===== config.mk =====
export PLATFORM = sky130hd
export DESIGN_NAME = chan_rst_seq
export DESIGN_NICKNAME = d
export VERILOG_FILES = /design/src/rtl/chan_rst_pkg.sv /design/src/rtl/lock_sync.sv /design/src/rtl/settle_timer.sv /design/src/rtl/seq_fsm.sv /design/src/rtl/chan_rst_seq.sv
export SDC_FILE = /design/constraint.sdc
export NUM_CORES = 1
export LEC_CHECK = 0
export BUFFER_PORTS_ARGS = -buffer_cell sky130_fd_sc_hd__buf_2
export CORE_ASPECT_RATIO = 0.8
export CORE_MARGIN = 2
export CORE_UTILIZATION = 57
export CTS_CLUSTER_SIZE = 14
export DETAILED_ROUTE_END_ITERATION = 6
export GPL_TIMING_DRIVEN = 1
export PLACE_DENSITY_LB_ADDON = 0.12
export SETUP_SLACK_MARGIN = 0.3
export SYNTH_ARGS = -nofsm -noshare
export SYNTH_HDL_FRONTEND = slang
export SYNTH_SLANG_ARGS = --single-unit

===== constraint.sdc =====
create_clock -name clk -period 2.2 [get_ports clk]
set_input_delay 0.33 -clock clk [delete_from_list [all_inputs] [get_ports clk]]
set_output_delay 0.33 -clock clk [all_outputs]
set_load 0.1 [all_outputs]

===== src/rtl/chan_rst_pkg.sv =====
package chan_rst_pkg;

    localparam int unsigned NUM_CHAN = 4;

    typedef enum logic [1:0] {
        ST_HOLD    = 2'd0,
        ST_PRIMARY = 2'd1,
        ST_ALL     = 2'd2
    } seq_state_e;

    typedef struct packed {
        logic [NUM_CHAN-1:0] chan_n;
        logic                reconf;
        logic                done;
    } rst_out_t;

    function automatic int unsigned settle_cycles(input int unsigned clk_hz,
                                                  input int unsigned settle_us,
                                                  input int unsigned sim_cycles);
        longint unsigned full;
        full = (longint'(clk_hz) / 64'd1_000_000) * longint'(settle_us);
        if (sim_cycles != 0)
            return sim_cycles;
        if (full == 0)
            return 1;
        return int'(full);
    endfunction

    function automatic logic [NUM_CHAN-1:0] primary_bit(input int unsigned idx);
        return NUM_CHAN'(1) << idx;
    endfunction

    function automatic logic [NUM_CHAN-1:0] enabled_bits(input int unsigned idx,
                                                         input logic [NUM_CHAN-1:0] sec);
        return primary_bit(idx) | sec;
    endfunction

endpackage


===== src/rtl/lock_sync.sv =====
module lock_sync #(
    parameter int unsigned STAGES = 2
) (
    input  logic clk,
    input  logic rst,
    input  logic async_in,
    output logic sync_out
);
    logic [STAGES-1:0] chain;

    always_ff @(posedge clk) begin
        if (rst)
            chain <= '0;
        else
            chain <= {chain[STAGES-2:0], async_in};
    end

    assign sync_out = chain[STAGES-1];
endmodule


===== src/rtl/settle_timer.sv =====
module settle_timer #(
    parameter int unsigned DELAY = 1_000_000
) (
    input  logic clk,
    input  logic rst,
    input  logic run,
    output logic expired
);
    localparam int unsigned CW   = $clog2(DELAY + 1);
    localparam logic [CW-1:0] LAST = CW'(DELAY - 1);

    logic [CW-1:0] cnt;

    always_ff @(posedge clk) begin
        if (rst || !run)
            cnt <= '0;
        else if (cnt != LAST)
            cnt <= cnt + 1'b1;
    end

    assign expired = run && (cnt == LAST);
endmodule


===== src/rtl/seq_fsm.sv =====
module seq_fsm
    import chan_rst_pkg::*;
(
    input  logic       clk,
    input  logic       rst,
    input  logic       lock_ok,
    input  logic       restart,
    input  logic       settle_expired,
    output seq_state_e state
);
    seq_state_e nxt;

    always_comb begin
        nxt = state;
        if (restart) begin
            nxt = ST_HOLD;
        end else begin
            unique case (state)
                ST_HOLD:    if (lock_ok) nxt = ST_PRIMARY;
                ST_PRIMARY: begin
                    if (!lock_ok)            nxt = ST_HOLD;
                    else if (settle_expired) nxt = ST_ALL;
                end
                ST_ALL:     if (!lock_ok) nxt = ST_HOLD;
                default:    nxt = ST_HOLD;
            endcase
        end
    end

    always_ff @(posedge clk) begin
        if (rst)
            state <= ST_HOLD;
        else
            state <= nxt;
    end
endmodule


===== src/rtl/chan_rst_seq.sv =====
module chan_rst_seq
    import chan_rst_pkg::*;
#(
    parameter int unsigned          CLK_HZ     = 100_000_000,
    parameter int unsigned          SETTLE_US  = 10_000,
    parameter int unsigned          SIM_CYCLES = 0,
    parameter int unsigned          PRIMARY    = 0,
    parameter logic [NUM_CHAN-1:0]  SEC_MASK   = 4'b1110
) (
    input  logic                clk,
    input  logic                rst,
    input  logic                pll_lock,
    input  logic                restart,
    output logic [NUM_CHAN-1:0] csr_rst_n,
    output logic                reconfig_rst,
    output logic                seq_done
);
    localparam int unsigned         DELAY   = settle_cycles(CLK_HZ, SETTLE_US, SIM_CYCLES);
    localparam logic [NUM_CHAN-1:0] PRI_BIT = primary_bit(PRIMARY);
    localparam logic [NUM_CHAN-1:0] EN_BITS = enabled_bits(PRIMARY, SEC_MASK);

    logic       lock_ok;
    logic       settle_expired;
    seq_state_e state;
    rst_out_t   outs;

    lock_sync #(.STAGES(2)) u_sync (
        .clk      (clk),
        .rst      (rst),
        .async_in (pll_lock),
        .sync_out (lock_ok)
    );

    settle_timer #(.DELAY(DELAY)) u_timer (
        .clk     (clk),
        .rst     (rst),
        .run     (state == ST_PRIMARY),
        .expired (settle_expired)
    );

    seq_fsm u_fsm (
        .clk            (clk),
        .rst            (rst),
        .lock_ok        (lock_ok),
        .restart        (restart),
        .settle_expired (settle_expired),
        .state          (state)
    );

    for (genvar ch = 0; ch < NUM_CHAN; ch++) begin : g_chan
        always_comb begin
            unique case (state)
                ST_PRIMARY: outs.chan_n[ch] = PRI_BIT[ch];
                ST_ALL:     outs.chan_n[ch] = EN_BITS[ch];
                default:    outs.chan_n[ch] = 1'b0;
            endcase
        end
    end

    assign outs.reconf = (state == ST_HOLD);
    assign outs.done   = (state == ST_ALL);

    assign csr_rst_n    = outs.chan_n;
    assign reconfig_rst = outs.reconf;
    assign seq_done     = outs.done;
endmodule


# [After elaboration in Yosys (flattened, before gate mapping)]
# Index checks and enable logic that the tools add are counted.
[op_classes] addsub=1 n_eq_ne=7 n_mux=7 reduce_logical=7
[op_table] op="adder 20 x 1 -> 20 bit (second input constant)" n=1
[op_table] op="== test 20 bit (second input constant)" n=1
[op_table] op="inequality test 20 bit (second input constant)" n=1
[op_table] op="2-to-1 mux 2 bit" n=4
[op_table] op="case mux 2 bit (3 select lines)" n=1
[op_table] op="OR reduction 2 bit" n=2
[op_table] op="inequality test 3 bit (second input constant)" n=1
[op_table] op="AND reduction 3 bit" n=1
[op_table] op="== test 2 x 1 -> 1 bit (second input constant)" n=1
[op_table] op="== test 2 bit (second input constant)" n=1
[op_table] op="zero test 2 bit" n=1
[op_table] op="2-to-1 mux 1 bit" n=2
[op_table] op="inequality test 2 x 1 -> 1 bit (second input constant)" n=1
[op_table] op="inequality test 2 bit (second input constant)" n=1
[op_table] op="logical AND 1 bit" n=1
[op_table] op="zero test 1 bit" n=1
[op_table] op="logical OR 1 bit" n=1
[word_totals] reg_bits=24 word_cells=25

# [Depth between registers and ports, before layout]
[logic_depth] depth_word=5 mapped_depth=7 mapped_depth_nobuf=6

# [Cells and area by module]
# Synthesis repeated with hierarchy kept, for this count alone.
[hier_totals] hier_cells=133 area_unflattened_um2=1194.9
[by_module_without_submodules] mod="settle_timer" instances=1 cells_each=114 area_each_um2=994.7
[by_module_without_submodules] mod="seq_fsm" instances=1 cells_each=7 area_each_um2=80.1
[by_module_without_submodules] mod="chan_rst_seq" instances=1 cells_each=8 area_each_um2=67.6
[by_module_without_submodules] mod="lock_sync" instances=1 cells_each=4 area_each_um2=52.6

# [Least setup slack after synthesis]
# OpenSTA, ideal clock, no wires.
[synth_path] kind="register -> register" start="register u_fsm.state[0]" end="register u_fsm.state[0]" setup_ps=72 t_arrival_ps=2015 path_slack_ps=113 path_stages_with_launch=7 n_path_buf=0 synth_period_minus_slack_ps=2087 cell_sequence="dfxtp_1 > inv_1 > ha_1 > mux2i_1 > and3_1 > a21oi_1 > mux2i_1"
[synth_between] elab_cells_between_ends=9 cone_classes="5 x eq/ne; 1 x mux; 3 x reduce/logical"
[synth_lines] element="from (decl)" line="seq_fsm.sv:9" rtl="output seq_state_e state"
[synth_lines] element="from (signal assigned)" line="seq_fsm.sv:34" rtl="state <= nxt;"
[synth_lines] element="== test 2 bit (*)"
[synth_lines] element="named net seq_done" line="chan_rst_seq.sv:16" rtl="output logic seq_done"
[synth_lines] element="inequality test 2 bit (no line)"
[synth_lines] element="AND reduction 3 bit (no line)"
# Mark *: on every way through the listed nets, which the timed path passes. The rest lies on a longest branch.
# A chain may end at the register's enable or synchronous reset.

# [Worst setup path in the final report]
[layout_path] start="register u_timer.cnt[0]" end="register u_timer.cnt[18]"
[layout_between] elab_chain_cells=1 elab_cells_between_ends=2 cone_classes="1 x add/sub; 1 x eq/ne"
[layout_lines] element="from (decl)" line="settle_timer.sv:12" rtl="logic [CW-1:0] cnt;"
[layout_lines] element="from (signal assigned)" line="settle_timer.sv:18" rtl="cnt <= cnt + 1'b1;"
[layout_lines] element="adder 20 x 1 -> 20 bit or inequality test 20 bit (tied branches)" line="settle_timer.sv:18, settle_timer.sv:17"
# Parallel ways exist; a longest one is shown, timed or not.

==> summary.txt <==
status -> finished, final reports clean
ys async rst share -> 0%
number of max-cap violations -> 0
Tot GR Track Use -> 18.3%
largest net degree at the start of global routing -> 19
Worst EP required -> 2.45 ns
clock buffer count from CTS -> 3
Post-Syn Nets -> 146
fillers -> 206
CP cell instances -> ha_1, and3_2, nand4_4, or4_1, a21oi_1
Hold Path Stages -> 2
final wirelength -> 2240 um
proportion of layout cells with a drive suffix above 1 -> 18.2%
reg2reg path depth -> 5
crit end category -> register
Layout Area Growth over Synthesis -> 6.04%
routed len/inst -> 13.3 um
period utilization -> 80.2%
Worst path slowest cell -> or4_1
top_reg_cell synth -> dfxtp_1
largest stage delay on the critical path -> 0.50 ns
power density over the cells -> 595 nW/um2
DR vias/cell -> 5.91
syn avg cell area -> 9.00 um2
Rows -> 15
ANT cells -> 0
Post-synth top cells -> 24 x dfxtp_1, 12 x a21oi_1, 10 x nand2_1, 9 x o21ai_0, 7 x nor2_1
WHS Endpoint -> u_fsm.state[1]$_SDFFE_PP0P_
multi-input logic area -> 691 um2
Reg2Reg Setup Slack -> 0.44 ns
DR pass1 iterations -> 4
post-CTS setup buffer count -> 0
worst skew pair latency -> 0.31 ns
die footprint -> 2570 um2
worst hold start -> restart
# nets final -> 152
Pleak -> 0.465 nW
Clock transition at path regs -> 0.13 ns
Port Buffers -> 9
clock buffer depth -> 2
area share of the largest cell type after synthesis -> 38.7%
leading area contributor after synthesis -> dfxtp_1
Final ANT Viol Nets -> 0
Worst Path Arrival -> 2.01 ns
Fin. Hold Viols -> 0
total power draw -> 0.785 mW
#FFs+latches synth -> 24
Reg area -> 480 um2
area post-placement -> 1260 um2
most frequent cell after synthesis -> dfxtp_1
vias -> 993
worst-path maximum fanout -> 8
worst vdd ir -> 730 uV
Buf+Inv Stages, Crit Path -> 0
initial core utilization -> 59.1%
Min-Delay Path Class -> in -> reg
core footprint -> 2100 um2
yosys synthesis warning count -> 0
final setup vio count -> 0
Slew Viols, Final -> 0
Die Span Y -> 45.8 um
CP Launch Type -> register
top post-synthesis cells by area -> dfxtp_1 39%, a21oi_1 4.8%, ha_1 4.0%, o21ai_0 3.6%, nand4_4 3.4%
actual slew at the worst max-slew pin -> 0.723 ns
final instance area -> 1320 um2
clock tree sinks -> 24
initial antenna violation count -> 0
Iter 0 DRT Violations -> 16
Tmin final -> 1.76 ns
number of global-route vias before repair -> 816
Final HPWL DP -> 1680 um
worst r2r src -> u_timer.cnt[0]$_SDFFE_PP0P_
Synth Instances -> 138
Die Wd -> 56.2 um
synthesized area -> 1240 um2
synth unique cells -> 36
I/O pins -> 10
Setup Crit Path Kind -> reg -> reg
RePlAce Congestion -> 0.792
delay-heaviest family, CP -> simple AND/OR/NAND/NOR gates
CTS tree -> built
FMAX -> 567 MHz
Critical R2R Capture -> u_timer.cnt[18]$_SDFFE_PP0P_
DRC errors left -> 0
H-tree lvl count -> 1
grt ovf -> 0
EDFF count, synth -> 0
slew margin rel. -> 51.8%
CP startpoint -> u_timer.cnt[0]$_SDFFE_PP0P_
Worst Skew -> 0.00358 ns
unrepaired setup endpoints after global routing -> no
first-pass GRT wire length -> 3590 um
post-synthesis sequential area ratio -> 38.7%
setup_tns -> 0 ns
root buf cell -> clkbuf_4
==> registers in the layout, summed over array words and instances, names as in the netlist <==
signal / flops
u_fsm.state: 2
u_sync.chain: 2
u_timer.cnt: 20
==> power breakdown <==
group / internal (mW) / leakage, nW / switching, mW
clock network: 0.184 / 0.0279 / 0.132
registers: 0.437 / 0.194 / 0.00151
logic: 0.00879 / 0.243 / 0.0203
total: 0.630 / 0.465 / 0.154
==> routing by layer <==
layer / track usage [%] / part of all wire, %
met1: 24.6 / 52
met2: 30.6 / 44
met3: 5.11 / 3.5
met4: 2.86 / 0.18
met5: 0 / 0
==> how the worst max path moves through the flow <==
stage | to | slack (ns) | depth (start not counted)
CTS | csr_rst_n[0] | 0.33 | 3
finish | u_timer.cnt[18]$_SDFFE_PP0P_ | 0.44 | 5
detailed placement | u_timer.cnt[18]$_SDFFE_PP0P_ | 0.47 | 5
global route | u_timer.cnt[18]$_SDFFE_PP0P_ | 0.34 | 5
floorplan | u_fsm.state[0]$_SDFFE_PP0P_ | 0.47 | 6
global placement | u_timer.cnt[18]$_SDFFE_PP0P_ | 0.57 | 5
==> repair_timing <==
action                                  4_1_cts  5_1_grt
hold buffers                                  0        0
endpoints found under the setup margin        0        1
gates resized for setup                       0        1
==> worst register-to-register path: cells and delay by family (launching register included) <==
kind | cells | cell delay (ns)
AO/OA/AOI/OAI | 1 | 0.14
AND/OR/NAND/NOR | 3 | 0.96
adder cells (fa/ha/maj) | 1 | 0.21
flip-flops | 1 | 0.39
==> cells in the final DEF (no fill, tap or decap), drive strengths merged, types with 5 or more instances in the layout <==
cell type,n
a21oi,12
and3,6
buf,8
dfxtp,24
nand2,10
nand4,7
nor2,7
o21ai,9
or3,5
==> logic make-up (layout without fill, tap and decap cells) <==
| family | after synthesis | after routing | synth area share, % |
|---|---|---|---|
| buffers and inverters | 12 | 17 | 6.14 |
| flip-flops | 24 | 24 | 38.7 |
| multiplexers | 2 | 2 | 1.61 |
| AO/OA/AOI/OAI | 31 | 31 | 14.8 |
| adder cells (fa/ha/maj) | 4 | 4 | 4.03 |
| AND/OR/NAND/NOR | 59 | 59 | 30.5 |
| XOR/XNOR | 6 | 6 | 4.23 |
==> stage by stage <==
step	setup slack, ns	hold slack, ns	utilization, %	instances
global placement	0.569	0.419	60.1	164
floorplan	0.471	0.402	-	138
CTS	0.331	0.155	62.6	168
global route	0.340	0.158	62.7	168
finish	0.436	0.171	62.7	168
detailed placement	0.466	0.430	60.1	164
==> cell type report <==
type	count	area share [%]
well taps	25	2.37
clock buffers	3	1.71
multi-input cells	102	52.4
flip-flops and latches	24	36.5
inverters	4	1.14
repair buffers	9	3.61
clock inverters	1	2.28
No activity file was read; power rests on OpenSTA's default activity.
